===== src/rtl/cfg_ldr_pkg.sv =====
package cfg_ldr_pkg;

  // Result of comparing a synchronized signal with its value one cycle ago
  typedef enum logic [1:0] {
    EDGE_NONE = 2'b00,
    EDGE_RISE = 2'b01,
    EDGE_FALL = 2'b10
  } edge_e;

  localparam int unsigned FRAME_W_DEF = 21;
  localparam int unsigned ADDR_W_DEF  = 2;
  localparam int unsigned SYNC_N_DEF  = 2;

endpackage


===== src/rtl/cfg_ldr_sync.sv =====
module cfg_ldr_sync #(
  parameter int unsigned W      = 3,
  parameter int unsigned STAGES = 2
) (
  input  logic         clk_i,
  input  logic         rst_ni,
  input  logic [W-1:0] d_i,
  output logic [W-1:0] q_o
);

  localparam int unsigned CHAIN_W = W * STAGES;

  logic [CHAIN_W-1:0] chain_q;
  logic [CHAIN_W-1:0] chain_d;

  // Each stage takes the one below it; stage 0 takes the raw inputs
  generate
    if (STAGES == 1) begin : g_single
      always_comb chain_d = d_i;
    end else begin : g_multi
      always_comb chain_d = {chain_q[CHAIN_W-W-1:0], d_i};
    end
  endgenerate

  always_ff @(posedge clk_i or negedge rst_ni) begin
    if (!rst_ni) begin
      chain_q <= '0;
    end else begin
      chain_q <= chain_d;
    end
  end

  assign q_o = chain_q[CHAIN_W-1 -: W];

endmodule


===== src/rtl/cfg_ldr_edge.sv =====
module cfg_ldr_edge
  import cfg_ldr_pkg::*;
(
  input  logic  clk_i,
  input  logic  rst_ni,
  input  logic  sig_i,
  output edge_e kind_o
);

  logic prev_q;
  logic prev_d;

  always_comb begin
    prev_d = sig_i;
    kind_o = EDGE_NONE;
    if (sig_i && !prev_q) begin
      kind_o = EDGE_RISE;
    end else if (!sig_i && prev_q) begin
      kind_o = EDGE_FALL;
    end
  end

  always_ff @(posedge clk_i or negedge rst_ni) begin
    if (!rst_ni) begin
      prev_q <= 1'b0;
    end else begin
      prev_q <= prev_d;
    end
  end

endmodule


===== src/rtl/cfg_ldr_shift.sv =====
module cfg_ldr_shift #(
  parameter int unsigned FRAME_W = 21
) (
  input  logic               clk_i,
  input  logic               rst_ni,
  input  logic               shift_en_i,
  input  logic               tap_en_i,
  input  logic               bit_i,
  output logic [FRAME_W-1:0] frame_o,
  output logic               tail_o
);

  logic [FRAME_W-1:0] sreg_q;
  logic [FRAME_W-1:0] sreg_d;
  logic               tail_q;
  logic               tail_d;

  always_comb begin
    sreg_d = sreg_q;
    tail_d = tail_q;
    if (shift_en_i) begin
      sreg_d = {sreg_q[FRAME_W-2:0], bit_i};
    end
    if (tap_en_i) begin
      tail_d = sreg_q[FRAME_W-1];
    end
  end

  always_ff @(posedge clk_i or negedge rst_ni) begin
    if (!rst_ni) begin
      sreg_q <= '0;
      tail_q <= 1'b0;
    end else begin
      sreg_q <= sreg_d;
      tail_q <= tail_d;
    end
  end

  assign frame_o = sreg_q;
  assign tail_o  = tail_q;

endmodule


===== src/rtl/cfg_ldr_bank.sv =====
module cfg_ldr_bank #(
  parameter int unsigned FRAME_W = 21,
  parameter int unsigned ADDR_W  = 2
) (
  input  logic                                   clk_i,
  input  logic                                   rst_ni,
  input  logic                                   load_en_i,
  input  logic [FRAME_W-1:0]                     frame_i,
  output logic [(1<<ADDR_W)*(FRAME_W-ADDR_W)-1:0] dst_o,
  output logic                                   stb_o,
  output logic [ADDR_W-1:0]                      addr_o
);

  localparam int unsigned PAY_W   = FRAME_W - ADDR_W;
  localparam int unsigned NUM_DST = 1 << ADDR_W;

  logic [ADDR_W-1:0] sel;
  logic [PAY_W-1:0]  pay;
  logic              stb_q;
  logic              stb_d;
  logic [ADDR_W-1:0] addr_q;
  logic [ADDR_W-1:0] addr_d;

  assign sel = frame_i[ADDR_W-1:0];
  assign pay = frame_i[FRAME_W-1:ADDR_W];

  generate
    for (genvar k = 0; k < NUM_DST; k++) begin : g_slot
      localparam logic [ADDR_W-1:0] SLOT_ID = ADDR_W'(k);
      logic             hit;
      logic [PAY_W-1:0] slot_q;
      logic [PAY_W-1:0] slot_d;

      always_comb begin
        hit    = load_en_i && (sel == SLOT_ID);
        slot_d = hit ? pay : slot_q;
      end

      always_ff @(posedge clk_i or negedge rst_ni) begin
        if (!rst_ni) begin
          slot_q <= '0;
        end else begin
          slot_q <= slot_d;
        end
      end

      assign dst_o[k*PAY_W +: PAY_W] = slot_q;
    end
  endgenerate

  always_comb begin
    stb_d  = load_en_i;
    addr_d = load_en_i ? sel : addr_q;
  end

  always_ff @(posedge clk_i or negedge rst_ni) begin
    if (!rst_ni) begin
      stb_q  <= 1'b0;
      addr_q <= '0;
    end else begin
      stb_q  <= stb_d;
      addr_q <= addr_d;
    end
  end

  assign stb_o  = stb_q;
  assign addr_o = addr_q;

endmodule


===== src/rtl/cfg_serial_loader.sv =====
module cfg_serial_loader
  import cfg_ldr_pkg::*;
#(
  parameter int unsigned FRAME_W = FRAME_W_DEF,
  parameter int unsigned ADDR_W  = ADDR_W_DEF,
  parameter int unsigned SYNC_N  = SYNC_N_DEF
) (
  input  logic                                   clk_i,
  input  logic                                   rst_ni,
  input  logic                                   ser_clk_i,
  input  logic                                   ser_dat_i,
  input  logic                                   ser_le_i,
  output logic [(1<<ADDR_W)*(FRAME_W-ADDR_W)-1:0] dst_q_o,
  output logic                                   ld_stb_o,
  output logic [ADDR_W-1:0]                      ld_addr_o,
  output logic                                   rdbk_o
);

  localparam int unsigned IN_W   = 3;
  localparam int unsigned IX_CLK = 0;
  localparam int unsigned IX_DAT = 1;
  localparam int unsigned IX_LE  = 2;

  logic [IN_W-1:0]    raw;
  logic [IN_W-1:0]    syn;
  edge_e              clk_kind;
  edge_e              le_kind;
  logic               shift_en;
  logic               tap_en;
  logic               load_en;
  logic [FRAME_W-1:0] frame;

  assign raw = {ser_le_i, ser_dat_i, ser_clk_i};

  cfg_ldr_sync #(.W(IN_W), .STAGES(SYNC_N)) u_sync (
    .clk_i  (clk_i),
    .rst_ni (rst_ni),
    .d_i    (raw),
    .q_o    (syn)
  );

  cfg_ldr_edge u_clk_edge (
    .clk_i  (clk_i),
    .rst_ni (rst_ni),
    .sig_i  (syn[IX_CLK]),
    .kind_o (clk_kind)
  );

  cfg_ldr_edge u_le_edge (
    .clk_i  (clk_i),
    .rst_ni (rst_ni),
    .sig_i  (syn[IX_LE]),
    .kind_o (le_kind)
  );

  // Shifting is frozen while the load strobe is high
  always_comb begin
    shift_en = (clk_kind == EDGE_RISE) && !syn[IX_LE];
    tap_en   = (clk_kind == EDGE_FALL);
    load_en  = (le_kind == EDGE_RISE);
  end

  cfg_ldr_shift #(.FRAME_W(FRAME_W)) u_shift (
    .clk_i      (clk_i),
    .rst_ni     (rst_ni),
    .shift_en_i (shift_en),
    .tap_en_i   (tap_en),
    .bit_i      (syn[IX_DAT]),
    .frame_o    (frame),
    .tail_o     (rdbk_o)
  );

  cfg_ldr_bank #(.FRAME_W(FRAME_W), .ADDR_W(ADDR_W)) u_bank (
    .clk_i     (clk_i),
    .rst_ni    (rst_ni),
    .load_en_i (load_en),
    .frame_i   (frame),
    .dst_o     (dst_q_o),
    .stb_o     (ld_stb_o),
    .addr_o    (ld_addr_o)
  );

endmodule


===== config.mk =====
export PLATFORM = sky130hd
export DESIGN_NAME = cfg_serial_loader
export DESIGN_NICKNAME = d
export VERILOG_FILES = /design/src/rtl/cfg_ldr_pkg.sv /design/src/rtl/cfg_ldr_sync.sv /design/src/rtl/cfg_ldr_edge.sv /design/src/rtl/cfg_ldr_shift.sv /design/src/rtl/cfg_ldr_bank.sv /design/src/rtl/cfg_serial_loader.sv
export SDC_FILE = /design/constraint.sdc
export NUM_CORES = 1
export LEC_CHECK = 0
export BUFFER_PORTS_ARGS = -buffer_cell sky130_fd_sc_hd__buf_2
export CAP_MARGIN = 15
export CORE_UTILIZATION = 50
export CTS_BUF_LIST = sky130_fd_sc_hd__clkbuf_8 sky130_fd_sc_hd__clkbuf_16
export CTS_CLUSTER_SIZE = 12
export DETAILED_ROUTE_END_ITERATION = 16
export HOLD_SLACK_MARGIN = 0.06
export PLACE_DENSITY = 0.74
export SETUP_SLACK_MARGIN = 0.15
export SYNTH_ARGS = -nofsm -noshare
export SYNTH_HDL_FRONTEND = slang
export SYNTH_SLANG_ARGS = --single-unit

===== constraint.sdc =====
create_clock -name clk_i -period 2 [get_ports clk_i]
set_input_delay 0.1 -clock clk_i [delete_from_list [all_inputs] [get_ports clk_i]]
set_output_delay 0.1 -clock clk_i [all_outputs]
set_load 0.01 [all_outputs]

# Yosys cells after proc, flatten, opt, wreduce, memory -nomap -nowiden
# Cells that the tools add are included.
# W data, S select, Z words.
[totals]
regBits = 109
latchBits = 0
ram_bits = 0
mem_bits_ro = 0
in_bits = 5
word_cells = 35
memories = 0
[classes]
add_sub_neg = 0
mul = 0
n_div = 0
order_cmp = 0
eq_ne = 6
shifts = 0
n_mux = 4
n_bitwise = 0
reduce_logical = 14
[ops]
columns = ["cell", "count"]
rows = [
  ["$logic_and A1 B1 Y1", 9],
  ["$mux W2", 4],
  ["$eq A2 B1 Y1 const B", 3],
  ["$eq A2 B2 Y1 const B", 3],
  ["$logic_not A1 Y1", 4],
  ["$logic_not A2 Y1", 1],
]

# Longest topological paths before layout
# Gate-level depths: netlist of run 1.
[depth]
word_depth = 6
ltp_mapped = 4
ltp_nobuf = 2

# By module
# Synthesis of run 1 repeated with hierarchy kept, for this count alone.
[hier_totals]
hier_cells = 232
hier_area_um2 = 4144.0
[by_module_without_submodules]
columns = ["module", "n_inst", "cells_each", "area_each_um2", "seq_area_each_um2"]
rows = [
  ["cfg_ldr_bank", 1, 168, 2967.8, 1976.9],
  ["cfg_ldr_shift", 1, 46, 895.9, 550.5],
  ["cfg_ldr_sync", 1, 9, 172.7, 150.1],
  ["cfg_ldr_edge", 2, 3, 40.0, 25.0],
  ["cfg_serial_loader", 1, 3, 27.5, 0.0],
]

# Worst setup path after synthesis of run 1
# OpenSTA, ideal clock, no wires.
[synth_timing]
kind = "register -> register"
startpoint = "reg u_shift.sreg_q[0], in the netlist u_shift.frame_o[0]"
endpoint = "reg u_bank.g_slot[0].slot_q[10]"
setup_ps = 125
arrival_time_ps = 1320
setup_slack_ps = 555
path_stages_with_launch = 5
path_buffers = 2
synth_period_minus_slack_ps = 1445
cell_sequence = "dfrtp_1 nor4b_2 buf_4 buf_8 mux2_2"
[synth_via]
elab_chain_len = 2
[synth_rtl]
columns = ["element", "line_no", "rtl"]
rows = [
  ["from (decl)", "cfg_ldr_shift.sv:13", "logic [FRAME_W-1:0] sreg_q;"],
  ["from (signal assigned)", "cfg_ldr_shift.sv:34", "sreg_q <= sreg_d;"],
  ["$logic_not A2 Y1", "cfg_ldr_bank.sv:35", "hit = load_en_i && (sel == SLOT_ID);"],
  ["$logic_and A1 B1 Y1", "cfg_ldr_bank.sv:35", ""],
  ["to (signal assigned)", "cfg_ldr_bank.sv:43", "slot_q <= slot_d;"],
  ["to (decl)", "cfg_ldr_bank.sv:31", "logic [PAY_W-1:0] slot_q;"],
]
# Every way passes these cells.
# A chain may end at the register's enable or synchronous reset.

# Final worst setup path of run 1
[layout_timing]
startpoint = "reg u_shift.sreg_q[0], in the netlist u_shift.frame_o[0]"
endpoint = "reg u_bank.g_slot[0].slot_q[14]"
# Same word-level chain as after synthesis.

==> results of run 1 <==
cell usage after synthesis (all sizes together):
library cell	instances	share of area (%)
nor3b	1	0.30
nand2b	2	0.30
nor4b	1	0.36
buf	10	2.6
mux2	100	29
nand4b	1	0.21
and4bb	2	0.61
inv	1	0.091
dfrtp	109	66
final cells by class:
class	instances	area share (%)
clock buffers	9	2.54
clock inverters	7	1.33
inverters	1	0.0768
multi-input cells	107	26.4
flip-flops and latches	109	55.8
well taps	102	2.61
repair buffers	96	11.2
power breakdown:
part           internal (mW)  switching (mW)  total [mW]  leakage (nW)
registers               2.52           0.233        2.75          1.47
logic                  0.459           0.394       0.852          1.09
clock network          0.573           0.697        1.27         0.101
repair_timing:
action / 4_1_cts / 5_1_grt
hold buffers: 4 / 0
resized for setup: 0 / 0
hold endpoints to repair: 112 / 0
state kept, by name, summed over array words and instances, names as in the netlist:
register and cells:
u_le_edge.prev_q 1, u_shift.frame_o 21, u_bank.addr_o 2, u_clk_edge.prev_q 1
u_sync.chain_q 6, u_bank.g_slot.slot_q 76, u_bank.stb_o 1, u_shift.tail_o 1
worst paths after layout:
| check | to | cells past startpoint | startpoint | slack [ns] |
|---|---|---|---|---|
| min | u_bank.g_slot[1].slot_q[14] | 3 | rst_ni | 0.33 |
| max reg2reg | u_bank.g_slot[0].slot_q[14] | 3 | u_shift.frame_o[0] | 0.47 |
| max in group asynchronous | u_shift.frame_o[9] | 3 | rst_ni | 1.23 |
| min in group clk_i | u_sync.chain_q[4] | 0 | u_sync.chain_q[1] | 0.36 |
| max | u_bank.g_slot[0].slot_q[14] | 3 | u_shift.frame_o[0] | 0.47 |
| min reg2reg | u_sync.chain_q[4] | 0 | u_sync.chain_q[1] | 0.36 |
stage by stage:
step / setup slack (ns) / hold slack (ns) / power (mW) / cell area [µm²] / cells
finish: 0.467 / 0.333 / 4.87 / 4890 / 431
global route: 0.363 / 0.366 / 5.12 / 4890 / 431
CTS: 0.456 / 0.359 / 4.94 / 4890 / 431
detailed placement: 0.468 / 0.211 / 3.65 / 4660 / 411
global placement: 0.511 / 0.210 / 3.62 / 4660 / 411
floorplan: 0.555 / -0.196 / 3.25 / 4110 / 227
worst max-delay path: stages (launching register included):
cell and delay (ns):
dfrtp_1 0.46, nor4b_4 0.28, buf_4 0.31, mux2_2 0.37
layer usage:
metal | part of all wire [%] | vias to the layer above
met4 | 0.97 | 0
met3 | 6.4 | 6
met5 | 0 | -
met2 | 46 | 67
met1 | 46 | 1127
li1 | - | 992
cells by family after synthesis:
kind of cell | after synthesis
buffers and inverters | 11
muxes | 100
DFF | 109
and+or+nand+nor | 7
==> impl_metrics.yaml, run 1 <==
floorplan:
  core-area_mm2: 0.00785
  start_util_pct: 52.4
  die_width_um: 92.7
  io_pins: 85
  die_y_um: 92.7
  die-area_mm2: 0.00859
  fp-row-count: 32
final_layout:
  multi_input_area_mm2: 0.00129
  area_growth_pct: 18.8
  final_util_pct: 62.3
  num-nets-final: 329
  final_common_cell: "dfrtp_1"
  final_cell_mix: "109 x dfrtp_1, 83 x buf_2, 76 x mux2_2"
  seqCellArea_mm2: 0.00273
  fillers: 629
  drive_above_1_share_pct: 62.3
  antenna_cells: 0
routing:
  finalWirelength_um: 7040
  first_iter_violations: 94
  ant_nets: 0
  drc: 0
  firstDrtPassIters: 4
  vias: 2192
  drt-vias-per-instance: 5.09
  post_drt_wl_per_cell_um: 16.3
critical_path:
  worstPathMaxFanout: 19
  critical_path_class: "flip-flop to flip-flop"
  cp.required_ns: 2.25
  setup.worst_path.end_class: "flip-flop"
  cp.arrival_ns: 1.78
  cp-start-kind: "flip-flop"
logic_synthesis:
  yosys_warnings: 0
  synthesis.area_mm2: 0.00411
  synth-simple-area-share_pct: 1.79
  synth_compound_area_share_pct: 0
  synth_fp_nets: 232
  syn_area_per_cell_um2: 18.1
  postSynthCellCount: 227
  yosys.area_share.adder_pct: 0
  ys_seq_elements: 109
  yosysUniqueCellTypes: 15
  synthMuxAreaShare_pct: 29.2
  ys_seq_area_share_pct: 66.3
  synth_xor_area_share_pct: 0
  synth_top_family_by_area: "multiplexers"
timing:
  slew_violations: 0
  setup_tns_ns: 0
  timing.fmax_mhz: 652
  post-route-min-period_ns: 1.53
  relSlewSlack_pct: 62.7
  rsz0062_at_grt: "false"
  fin_crit_sh_pct: 76.7
  finalSetupViolCount: 0
  hold_viol: 0
  skew_ns: 0.0129
  tightest_slew_ns: 0.559
clocking:
  cts_tree: "built"
  clkSlewWorstSetupHoldPaths_ns: 0.09
  post_cts_buffers: 0
  clock_latency_ns: 0.36
  cts_sinks: 109
  htree_num_levels: 3
  cts_buffer_depth: 2
  numCtsBuffers: 9
  cts-root-buf: "clkbuf_8"
place:
  dp_hpwl_um: 4520
  io_buffers: 84
  gp_congestion: 0.700
grt:
  grt_pass1_wl_um: 11600
  grt-ovfl-total: 0
  antenna_found_initial: 0
  grtUsageTotal_pct: 17.8
  grt_pass1_vias: 2169
  use_met3_pct: 6.40
  use_met2_pct: 26.2
  use_met1_pct: 25.3
  grt_max_degree: 110
  grt_busiest_layer: "met2"
status:
  status: "finished clean"
pwr:
  p_per_area_mw_per_mm2: 997
  leakagePower_nw: 2.66
  vdd_drop_max_mv: 0.904
min_path:
  min_path_type: "input pin to asynchronous set/reset pin"
run:
  drv_cap: 0
Note: power is estimated with default switching activity, not from simulation.
==> run 2, diff against run 1 <==
Clock period 2 ns to 1.5 ns, I/O delays scaled along.
==> impl_metrics.yaml, run 2 (synthesized netlist as in run 1, its figures left out) <==
floorplan:
  die_width_um: 92.7
  io_pins: 85
  die_y_um: 92.7
  die-area_mm2: 0.00859
  core-area_mm2: 0.00785
  fp-row-count: 32
  start_util_pct: 52.4
grt:
  grt-ovfl-total: 0
  antenna_found_initial: 0
  grtUsageTotal_pct: 19.4
  grt_pass1_vias: 2378
  grt_max_degree: 42
  grt_pass1_wl_um: 12600
run:
  drv_cap: 0
critical_path:
  cp-startpoint: "u_shift.frame_o[1]"
  cp.required_ns: 1.77
  path_depth: 4
  setup.worst_path.end_class: "flip-flop"
  crit_buf_inv: 2
  worstPathMaxFanout: 5
  critPathTopFamily: "flip-flops"
  reg2reg_from: "u_shift.frame_o[1]"
  cp.arrival_ns: 1.76
  cp-endpoint: "u_bank.g_slot[0].slot_q[16]"
  reg2reg_setup_slack_ns: 0.01
  cp-start-kind: "flip-flop"
  critical_path_class: "flip-flop to flip-flop"
  r2r-end: "u_bank.g_slot[0].slot_q[16]"
  crit_chain: "nor4b_4, buf_6, buf_4, mux2_4"
  max_stage_delay_ns: 0.44
  crit_slowest_cell: "dfrtp_2"
  rr_worst_depth: 4
final_layout:
  final_cells: 445
  largest_reg_flops: 76
  final_util_pct: 68.3
  final_common_cell: "dfrtp_1"
  antenna_cells: 0
  fin_area_mm2: 0.00536
  final_cell_mix: "106 x dfrtp_1, 83 x buf_2, 80 x mux2_4"
  top_register: "u_bank.g_slot.slot_q"
  num-nets-final: 343
  area_growth_pct: 30.3
  drive_above_1_share_pct: 66.5
pwr:
  p_sw_mw: 1.93
  p_sw_share_pct: 27.7
  p_total_mw: 6.96
  leakagePower_nw: 2.89
  p_comb_share_pct: 20.4
  p_int_mw: 5.04
  seqPwrFrac_pct: 53.4
  vdd_drop_max_mv: 1.08
  p_per_area_mw_per_mm2: 1300
  p_clk_share_pct: 26.2
clocking:
  htree_num_levels: 3
  cts_buffer_depth: 2
  cts_tree: "built"
  cts_sinks: 109
  cts-root-buf: "clkbuf_8"
  clock_latency_ns: 0.37
  clkSlewWorstSetupHoldPaths_ns: 0.11
  numCtsBuffers: 9
timing:
  fin_crit_sh_pct: 99.3
  hold_viol: 0
  tightest_slew_ns: 0.416
  post-route-min-period_ns: 1.49
  setup_tns_ns: 0
  relSlewSlack_pct: 72.3
  slew_violations: 0
  skew_ns: 0.0168
  timing.fmax_mhz: 671
  fin_ws_ns: 0.00990
  finalSetupViolCount: 0
  timing.hold.ws_ns: 0.163
  rsz0062_at_grt: "true"
place:
  dp_cells: 416
  place_ws_ns: -0.00743
  dp_hpwl_um: 4940
  io_buffers: 84
  gp_congestion: 0.685
  postPlaceCellArea_mm2: 0.00477
min_path:
  min_path_type: "input pin to asynchronous set/reset pin"
routing:
  first_iter_violations: 86
  drt-vias-per-instance: 5.22
  post_drt_wl_per_cell_um: 17.9
  drc: 0
  finalWirelength_um: 7980
  firstDrtPassIters: 4
  ant_nets: 0
  vias: 2324
status:
  status: "finished clean"
run 2: routing by layer:
layer  vias to the layer above  share of wire (%)  track usage (%)
li1                       1026                  -                -
met1                      1216                 49             28.2
met2                        72                 45             28.6
met3                        10                4.8             4.76
met4                         0                1.4             6.92
met5                         -                  0                0
run 2: final cells by class:
cell class                      count  area (µm²)
Sequential cell                   109        2730
Timing Repair Buffer              110         773
Fill cell                         557        2490
Clock inverter                      6        70.1
Inverter                            1        3.75
Tap cell                          102         128
Multi-Input combinational cell    107        1520
Clock buffer                       10         138
run 2: worst register-to-register path, cell delays in order (launching register included):
cell     delay [ns]
dfrtp_2        0.44
nor4b_4        0.29
buf_6          0.18
buf_4          0.18
mux2_4         0.31
run 2: repair_timing:
action	in CTS	in global routing
setup buffers	6	0
setup endpoints to repair	86	97
pin swaps	3	2
resized for setup	42	26
hold endpoints to repair	112	0
cloned	2	1
hold buffers	4	0
run 2: worst min path at each step:
stage	cells after the start	slack, ns	start	endpoint
floorplan	0	-0.22	rst_ni	u_bank.addr_o[0]
global placement	1	0.03	rst_ni	u_bank.g_slot[2].slot_q[14]
detailed placement	1	0.04	rst_ni	u_bank.g_slot[2].slot_q[14]
CTS	2	0.17	rst_ni	u_bank.g_slot[2].slot_q[14]
global route	2	0.20	rst_ni	u_bank.g_slot[2].slot_q[14]
finish	2	0.16	rst_ni	u_bank.g_slot[0].slot_q[13]
run 2: power groups by stage:
| stage | Combinational [mW] | Sequential, mW | Clock (mW) |
|---|---|---|---|
| 2_1_floorplan | 0.534 | 3.81 | 0 |
| 3_3_place_gp | 1.14 | 3.72 | 0 |
| 3_5_place_dp | 1.16 | 3.73 | 0 |
| 4_1_cts | 1.37 | 3.70 | 1.87 |
| 5_1_grt | 1.53 | 3.77 | 1.99 |
| 6_report | 1.42 | 3.72 | 1.83 |
